### src/rtl/lfq_pkg.sv
package lfq_pkg;
  typedef enum logic [2:0] {
    CYC_CODE   = 3'd0,
    CYC_MEMRD  = 3'd1,
    CYC_IORD   = 3'd2,
    CYC_LOCKRD = 3'd3,
    CYC_SMMRD  = 3'd4,
    CYC_INTA   = 3'd5
  } cyc_kind_e;

  typedef struct packed {
    logic loadReq;
    logic writeHalf;
    logic halfSel;
    logic clearLow;
    logic done;
  } lfq_strobe_t;
endpackage

### src/rtl/lfq_region_match.sv
module lfq_region_match #(
  parameter int ADDR_W  = 24,
  parameter int NUM_RGN = 4,
  parameter int SZ_W    = 5
) (
  input  logic [ADDR_W-1:0]                addr,
  input  logic [NUM_RGN-1:0][ADDR_W-1:0]   rgnBase,
  input  logic [NUM_RGN-1:0][SZ_W-1:0]     rgnSize,
  output logic                             hit
);
  logic [NUM_RGN-1:0] hitVec;

  for (genvar g = 0; g < NUM_RGN; g++) begin : g_rgn
    logic [ADDR_W-1:0] diff;
    assign diff      = addr ^ rgnBase[g];
    assign hitVec[g] = (rgnSize[g] != '0) && ((diff >> rgnSize[g]) == '0);
  end

  assign hit = |hitVec;
endmodule

### src/rtl/lfq_ctrl.sv
module lfq_ctrl
  import lfq_pkg::*;
#(
  parameter int BE_W = 4
) (
  input  logic            clk,
  input  logic            rstN,
  input  logic            cfgKenEn,
  input  logic            reqValid,
  input  logic [2:0]      reqType,
  input  logic [BE_W-1:0] reqBe,
  input  logic            rgnHit,
  input  logic            cacheEnN,
  input  logic            busReady,
  output lfq_strobe_t     strobe
);
  localparam int HALF_BE = BE_W / 2;

  logic       active, isCode, okAll;
  logic [1:0] pend, pendNext;
  logic       kenOk, kindOk, acceptCache, halfNow, lastCyc, step;
  logic       reqCode;

  assign reqCode     = (reqType == CYC_CODE);
  assign kindOk      = reqCode || (reqType == CYC_MEMRD);
  assign kenOk       = !cfgKenEn || !cacheEnN;
  assign acceptCache = reqValid && !active && kindOk && !rgnHit &&
                       (reqCode || (reqBe != '0));

  assign halfNow  = !pend[0];
  assign pendNext = pend & (halfNow ? 2'b01 : 2'b10);
  assign lastCyc  = (pendNext == 2'b00);
  assign step     = active && busReady;

  always_comb begin
    strobe           = '0;
    strobe.loadReq   = acceptCache;
    strobe.halfSel   = halfNow;
    strobe.writeHalf = step && kenOk && (!isCode || okAll);
    strobe.clearLow  = step && isCode && halfNow && okAll && !kenOk;
    strobe.done      = step && lastCyc && okAll && kenOk;
  end

  always_ff @(posedge clk) begin
    if (!rstN) begin
      active <= 1'b0;
      isCode <= 1'b0;
      okAll  <= 1'b0;
      pend   <= 2'b00;
    end else if (acceptCache) begin
      active <= 1'b1;
      isCode <= reqCode;
      okAll  <= 1'b1;
      pend   <= reqCode ? 2'b11
                        : {|reqBe[BE_W-1:HALF_BE], |reqBe[HALF_BE-1:0]};
    end else if (step) begin
      pend  <= pendNext;
      okAll <= okAll & kenOk;
      if (lastCyc) active <= 1'b0;
    end
  end
endmodule

### src/rtl/lfq_dpath.sv
module lfq_dpath
  import lfq_pkg::*;
#(
  parameter int ADDR_W  = 24,
  parameter int NUM_RGN = 4,
  parameter int SZ_W    = 5,
  parameter int BUS_W   = 16
) (
  input  logic                           clk,
  input  logic                           rstN,
  input  lfq_strobe_t                    strobe,
  input  logic [ADDR_W-1:0]              reqAddr,
  input  logic [NUM_RGN-1:0][ADDR_W-1:0] rgnBase,
  input  logic [NUM_RGN-1:0][SZ_W-1:0]   rgnSize,
  input  logic [BUS_W-1:0]               rdData,
  output logic                           rgnHit,
  output logic [3:0]                     cacheWrStrb,
  output logic [2*BUS_W-1:0]             cacheWrData,
  output logic [ADDR_W-3:0]              cacheLineAddr,
  output logic [3:0]                     validSet,
  output logic [3:0]                     validClr,
  output logic                           fillDone
);
  localparam logic [3:0] LOW_HALF  = 4'b0011;
  localparam logic [3:0] HIGH_HALF = 4'b1100;

  logic [3:0] halfMask;

  lfq_region_match #(.ADDR_W(ADDR_W), .NUM_RGN(NUM_RGN), .SZ_W(SZ_W)) u_match (
    .addr    (reqAddr),
    .rgnBase (rgnBase),
    .rgnSize (rgnSize),
    .hit     (rgnHit)
  );

  assign halfMask = strobe.halfSel ? HIGH_HALF : LOW_HALF;

  always_ff @(posedge clk) begin
    if (!rstN) begin
      cacheWrStrb   <= '0;
      cacheWrData   <= '0;
      cacheLineAddr <= '0;
      validSet      <= '0;
      validClr      <= '0;
      fillDone      <= 1'b0;
    end else begin
      if (strobe.loadReq) cacheLineAddr <= reqAddr[ADDR_W-1:2];
      cacheWrStrb <= strobe.writeHalf ? halfMask : 4'b0000;
      validSet    <= strobe.writeHalf ? halfMask : 4'b0000;
      validClr    <= strobe.clearLow ? LOW_HALF : 4'b0000;
      fillDone    <= strobe.done;
      if (strobe.writeHalf) cacheWrData <= {rdData, rdData};
    end
  end
endmodule

### src/rtl/linefill_qualifier.sv
module linefill_qualifier
  import lfq_pkg::*;
#(
  parameter int ADDR_W  = 24,
  parameter int NUM_RGN = 4,
  parameter int BUS_W   = 16,
  parameter int SZ_W    = $clog2(ADDR_W + 1)
) (
  input  logic                           clk,
  input  logic                           rstN,
  input  logic                           cfgKenEn,
  input  logic [NUM_RGN-1:0][ADDR_W-1:0] rgnBase,
  input  logic [NUM_RGN-1:0][SZ_W-1:0]   rgnSize,
  input  logic                           reqValid,
  input  logic [2:0]                     reqType,
  input  logic [ADDR_W-1:0]              reqAddr,
  input  logic [3:0]                     reqBe,
  input  logic                           cacheEnN,
  input  logic                           busReady,
  input  logic [BUS_W-1:0]               rdData,
  output logic [3:0]                     cacheWrStrb,
  output logic [2*BUS_W-1:0]             cacheWrData,
  output logic [ADDR_W-3:0]              cacheLineAddr,
  output logic [3:0]                     validSet,
  output logic [3:0]                     validClr,
  output logic                           fillDone
);
  lfq_strobe_t strobe;
  logic        rgnHit;

  lfq_ctrl #(.BE_W(4)) u_ctrl (
    .clk      (clk),
    .rstN     (rstN),
    .cfgKenEn (cfgKenEn),
    .reqValid (reqValid),
    .reqType  (reqType),
    .reqBe    (reqBe),
    .rgnHit   (rgnHit),
    .cacheEnN (cacheEnN),
    .busReady (busReady),
    .strobe   (strobe)
  );

  lfq_dpath #(.ADDR_W(ADDR_W), .NUM_RGN(NUM_RGN), .SZ_W(SZ_W), .BUS_W(BUS_W)) u_dpath (
    .clk           (clk),
    .rstN          (rstN),
    .strobe        (strobe),
    .reqAddr       (reqAddr),
    .rgnBase       (rgnBase),
    .rgnSize       (rgnSize),
    .rdData        (rdData),
    .rgnHit        (rgnHit),
    .cacheWrStrb   (cacheWrStrb),
    .cacheWrData   (cacheWrData),
    .cacheLineAddr (cacheLineAddr),
    .validSet      (validSet),
    .validClr      (validClr),
    .fillDone      (fillDone)
  );
endmodule

### config.mk
export PLATFORM = sky130hd
export DESIGN_NAME = linefill_qualifier
export DESIGN_NICKNAME = d
export VERILOG_FILES = /design/src/rtl/lfq_pkg.sv /design/src/rtl/lfq_region_match.sv /design/src/rtl/lfq_ctrl.sv /design/src/rtl/lfq_dpath.sv /design/src/rtl/linefill_qualifier.sv
export SDC_FILE = /design/constraint.sdc
export NUM_CORES = 1
export LEC_CHECK = 0
export BUFFER_PORTS_ARGS = -buffer_cell sky130_fd_sc_hd__buf_2
export CORE_MARGIN = 2
export CORE_UTILIZATION = 46
export CTS_BUF_LIST = sky130_fd_sc_hd__clkbuf_16
export DETAILED_ROUTE_END_ITERATION = 7
export PLACE_DENSITY_LB_ADDON = 0.08
export SYNTH_ARGS = -nofsm -noshare
export SYNTH_HDL_FRONTEND = slang
export SYNTH_SLANG_ARGS = --single-unit
### constraint.sdc
create_clock -name clk -period 2.7 [get_ports clk]
set_input_delay 0.135 -clock clk [delete_from_list [all_inputs] [get_ports clk]]
set_output_delay 0.135 -clock clk [all_outputs]
set_load 0.1 [all_outputs]
==> flow_summary.toml <==
[status]
outcome = "finished clean"

[power]
total_leakage_power_nw = 2.55
p_sw_uw = 706
power_switching_share_pct = 34.5
combPwrFrac_pct = 35.6
p_seq_share_pct = 34.6
power_density_nw_per_um2 = 376
p_int_mw = 1.34
clockPowerShare_pct = 29.9
ir_drop_mv = 0.262
power_mw = 2.05

[worst_setup_path]
r2r-start = "u_ctrl.active"
required_ns = 2.91
critPathLaunch = "rgnSize[0]"
critical_path_class = "primary input to flop"
cp_max_fo = 27
cp.arrival_ns = 2.58
cp-start-kind = "primary input"
end_kind = "flop"

[clock_tree]
cts.sinks = 47
root_buffer = "clkbuf_16"
cts_hold_buffers = 0
cts_setup_buffers = 0
cts_tree = "yes"
cts.clk_slew.worst_paths_ns = 0.07
cts_buffer_depth = 2
cts_resized = 0
clk_latency_ns = 0.29
cts-buffers-inserted = 5
htree_levels = 2

[floorplan]
die_h_microns = 101
core_sq_um = 9200
die_area_sq_um = 10200
chipWidth_microns = 101
row_count = 35
initial_core_util_pct = 47.0
ioPinCount = 236

[global_route]
grt_pass1_vias = 4237
antenna_found_initial = 0
overflow = 0
grt_util_all_layers_pct = 28.0
grt_start_max_net_pins = 43
grt_pass1_wl_mm = 22.3

[final_layout]
syn_to_final_growth_pct = 25.9
final_core_util_pct = 59.1
diodes = 0
drive_above_1_share_pct = 34.8
fillerInstances = 889
regArea_sq_um = 941
final_nets = 907
design_area_sq_um = 5440
multi_input_area_sq_um = 2910

[synthesis]
syn-instance-count = 559
synthDistinctLibCells = 58
syn_area_per_cell_sq_um = 7.73
synth_ff_type = "dfxtp_1"
ys_async_sr_fraction_pct = 0
syn-cell-area_sq_um = 4320
ys_ff_latch = 47
synth_seq_area_share_pct = 21.8
ys_warn_count = 0
synth_edf_count = 0

[timing]
final-setup-viol-count = 0
maxSlewHeadroom_pct = 48.4
worstMarginPinSlew_ns = 0.772
fin_crit_ns = 2.38
rsz0062_at_grt = "false"
whs_ns = 0.0875
period_share_pct = 88.0
fmax_mhz = 421
slew_violations = 0
setup_tns_ns = 0
finalHoldViolations = 0
finClkSkew_ns = 0.00745

[run]
maxCapViolCount = 0

[place]
placed_cell_area_sq_um = 5290
numPortBuffers = 233
place.gp.congestion = 1.01
post-dp-hpwl_mm = 12.0

[detailed_routing]
drc = 0
vias = 4565
viasPerCell = 5.37
routed_wirelength_mm = 14.8
dr.pass1.iters = 4
wire_per_inst_microns = 17.4
drtAntennaViolNets = 0
dr.first_iter.drc_count = 233

[hold_path]
hp-class = "primary input to flop"
min_from = "rdData[6]"
[cells in the mapped netlist (2+ instances only)]
master,number,area share [%]
o211a_1,3,0.70
nor4b_1,2,0.41
a31oi_1,5,0.72
nor2_1,29,2.5
nor3_1,7,0.81
buf_6,3,0.78
mux2i_1,47,11
a21boi_0,17,3.0
xor2_1,47,9.5
o21a_1,6,1.0
xnor2_1,51,10
and2_1,2,0.29
a2111oi_0,4,0.81
a22oi_1,4,0.70
o21ai_0,11,1.3
clkbuf_1,26,2.3
inv_1,11,0.96
mux2_2,5,1.3
buf_4,25,4.3
buf_2,13,1.5
dfxtp_1,47,22
o21ai_1,4,0.46
a211oi_1,2,0.35
a22o_1,2,0.41
nand3_1,8,0.93
a21oi_1,12,1.4
o221ai_1,2,0.41
o21bai_1,2,0.35
o22ai_1,3,0.43
o2111ai_1,4,0.81
nand2b_1,4,0.58
nor4_1,3,0.43
a32oi_1,2,0.41
o31ai_1,4,0.70
nand2_1,101,8.8
nand4_1,6,0.87
a21o_1,2,0.35
o211ai_1,8,1.4
or3_1,6,0.87
[cell usage in the layout, fill, tap and decap left out, types with 6 or more instances in the layout]
master	instances
xor2_1	47
nor3_1	7
xnor2_1	51
mux2i_1	47
nor2_1	29
nand4_1	6
o21a_1	6
buf_4	6
o21ai_0	11
or3_1	6
nand3_1	8
buf_2	233
a21boi_0	17
dfxtp_1	47
inv_1	12
nand2_1	101
o211ai_1	8
a21oi_1	12
[sequential cells by signal, summed over array words and instances (netlist names)]
name,cells
u_dpath.cacheLineAddr,22
u_ctrl.pend,2
u_dpath.validClr,1
u_ctrl.isCode,1
u_ctrl.active,1
u_ctrl.okAll,1
u_dpath.cacheWrData,16
u_dpath.cacheWrStrb,2
u_dpath.fillDone,1
[area by class of cell]
cell class / count / area share [%]
clock buffers: 5 / 2.30
clock inverters: 3 / 0.391
inverters: 12 / 0.829
multi-input cells: 431 / 53.6
flip-flops and latches: 47 / 17.3
well taps: 111 / 2.55
repair buffers: 241 / 23.0
[critical path, cell delays in order]
cell and delay [ns]:
buf_2 0.28, inv_2 0.17, mux2_2 0.25, nor2_1 0.05, o221a_1 0.23, a21oi_1 0.21
o2111ai_1 0.23, nor4bb_1 0.34, o211a_1 0.23, buf_12 0.22, mux2i_1 0.22
[power groups by stage]
stage | sequential [mW] | combinational (mW) | clock [mW]
after floorplan | 0.774 | 0.427 | 0
after global placement | 0.723 | 0.719 | 0
after detailed placement | 0.723 | 0.718 | 0
after CTS | 0.707 | 0.723 | 0.631
after global routing | 0.708 | 0.788 | 0.657
final | 0.707 | 0.728 | 0.611
[routing by layer]
layer | GRT usage [%] | vias to the layer above | part of all wire [%]
met5 | 0 | - | 0
met4 | 6.44 | 0 | 1.6
met3 | 4.23 | 19 | 8.5
met2 | 45.7 | 201 | 47
met1 | 39.0 | 2103 | 43
li1 | - | 2242 | -
[final timing paths]
kind,to,slack (ns),cells past startpoint
max reg2reg,u_ctrl.pend[1],0.57,6
min,u_dpath.cacheWrData[22],0.09,3
min reg2reg,u_dpath.cacheLineAddr[7],0.45,2
max,u_ctrl.pend[1],0.32,11
[stage by stage]
step / setup slack (ns) / cells
final: 0.324 / 850
after global routing: 0.171 / 850
after CTS: 0.357 / 850
after detailed placement: 0.0774 / 842
after global placement: 0.162 / 842
after floorplan: 0.397 / 560
[kinds of logic (layout without fill, tap and decap cells)]
family                    after synthesis  after routing  share of synthesized area, %
muxes                                  52             52                          12.2
AOI/OAI and AO/OA                     106            106                          17.7
other                                   1              2                        0.0868
and+or+nand+nor                       173            173                          17.5
xor gates and xnor gates               98             98                          19.9
DFF                                    47             47                          21.8
buffers and inverters                  82            261                          10.8
Note: power is estimated with default switching activity, not from simulation.
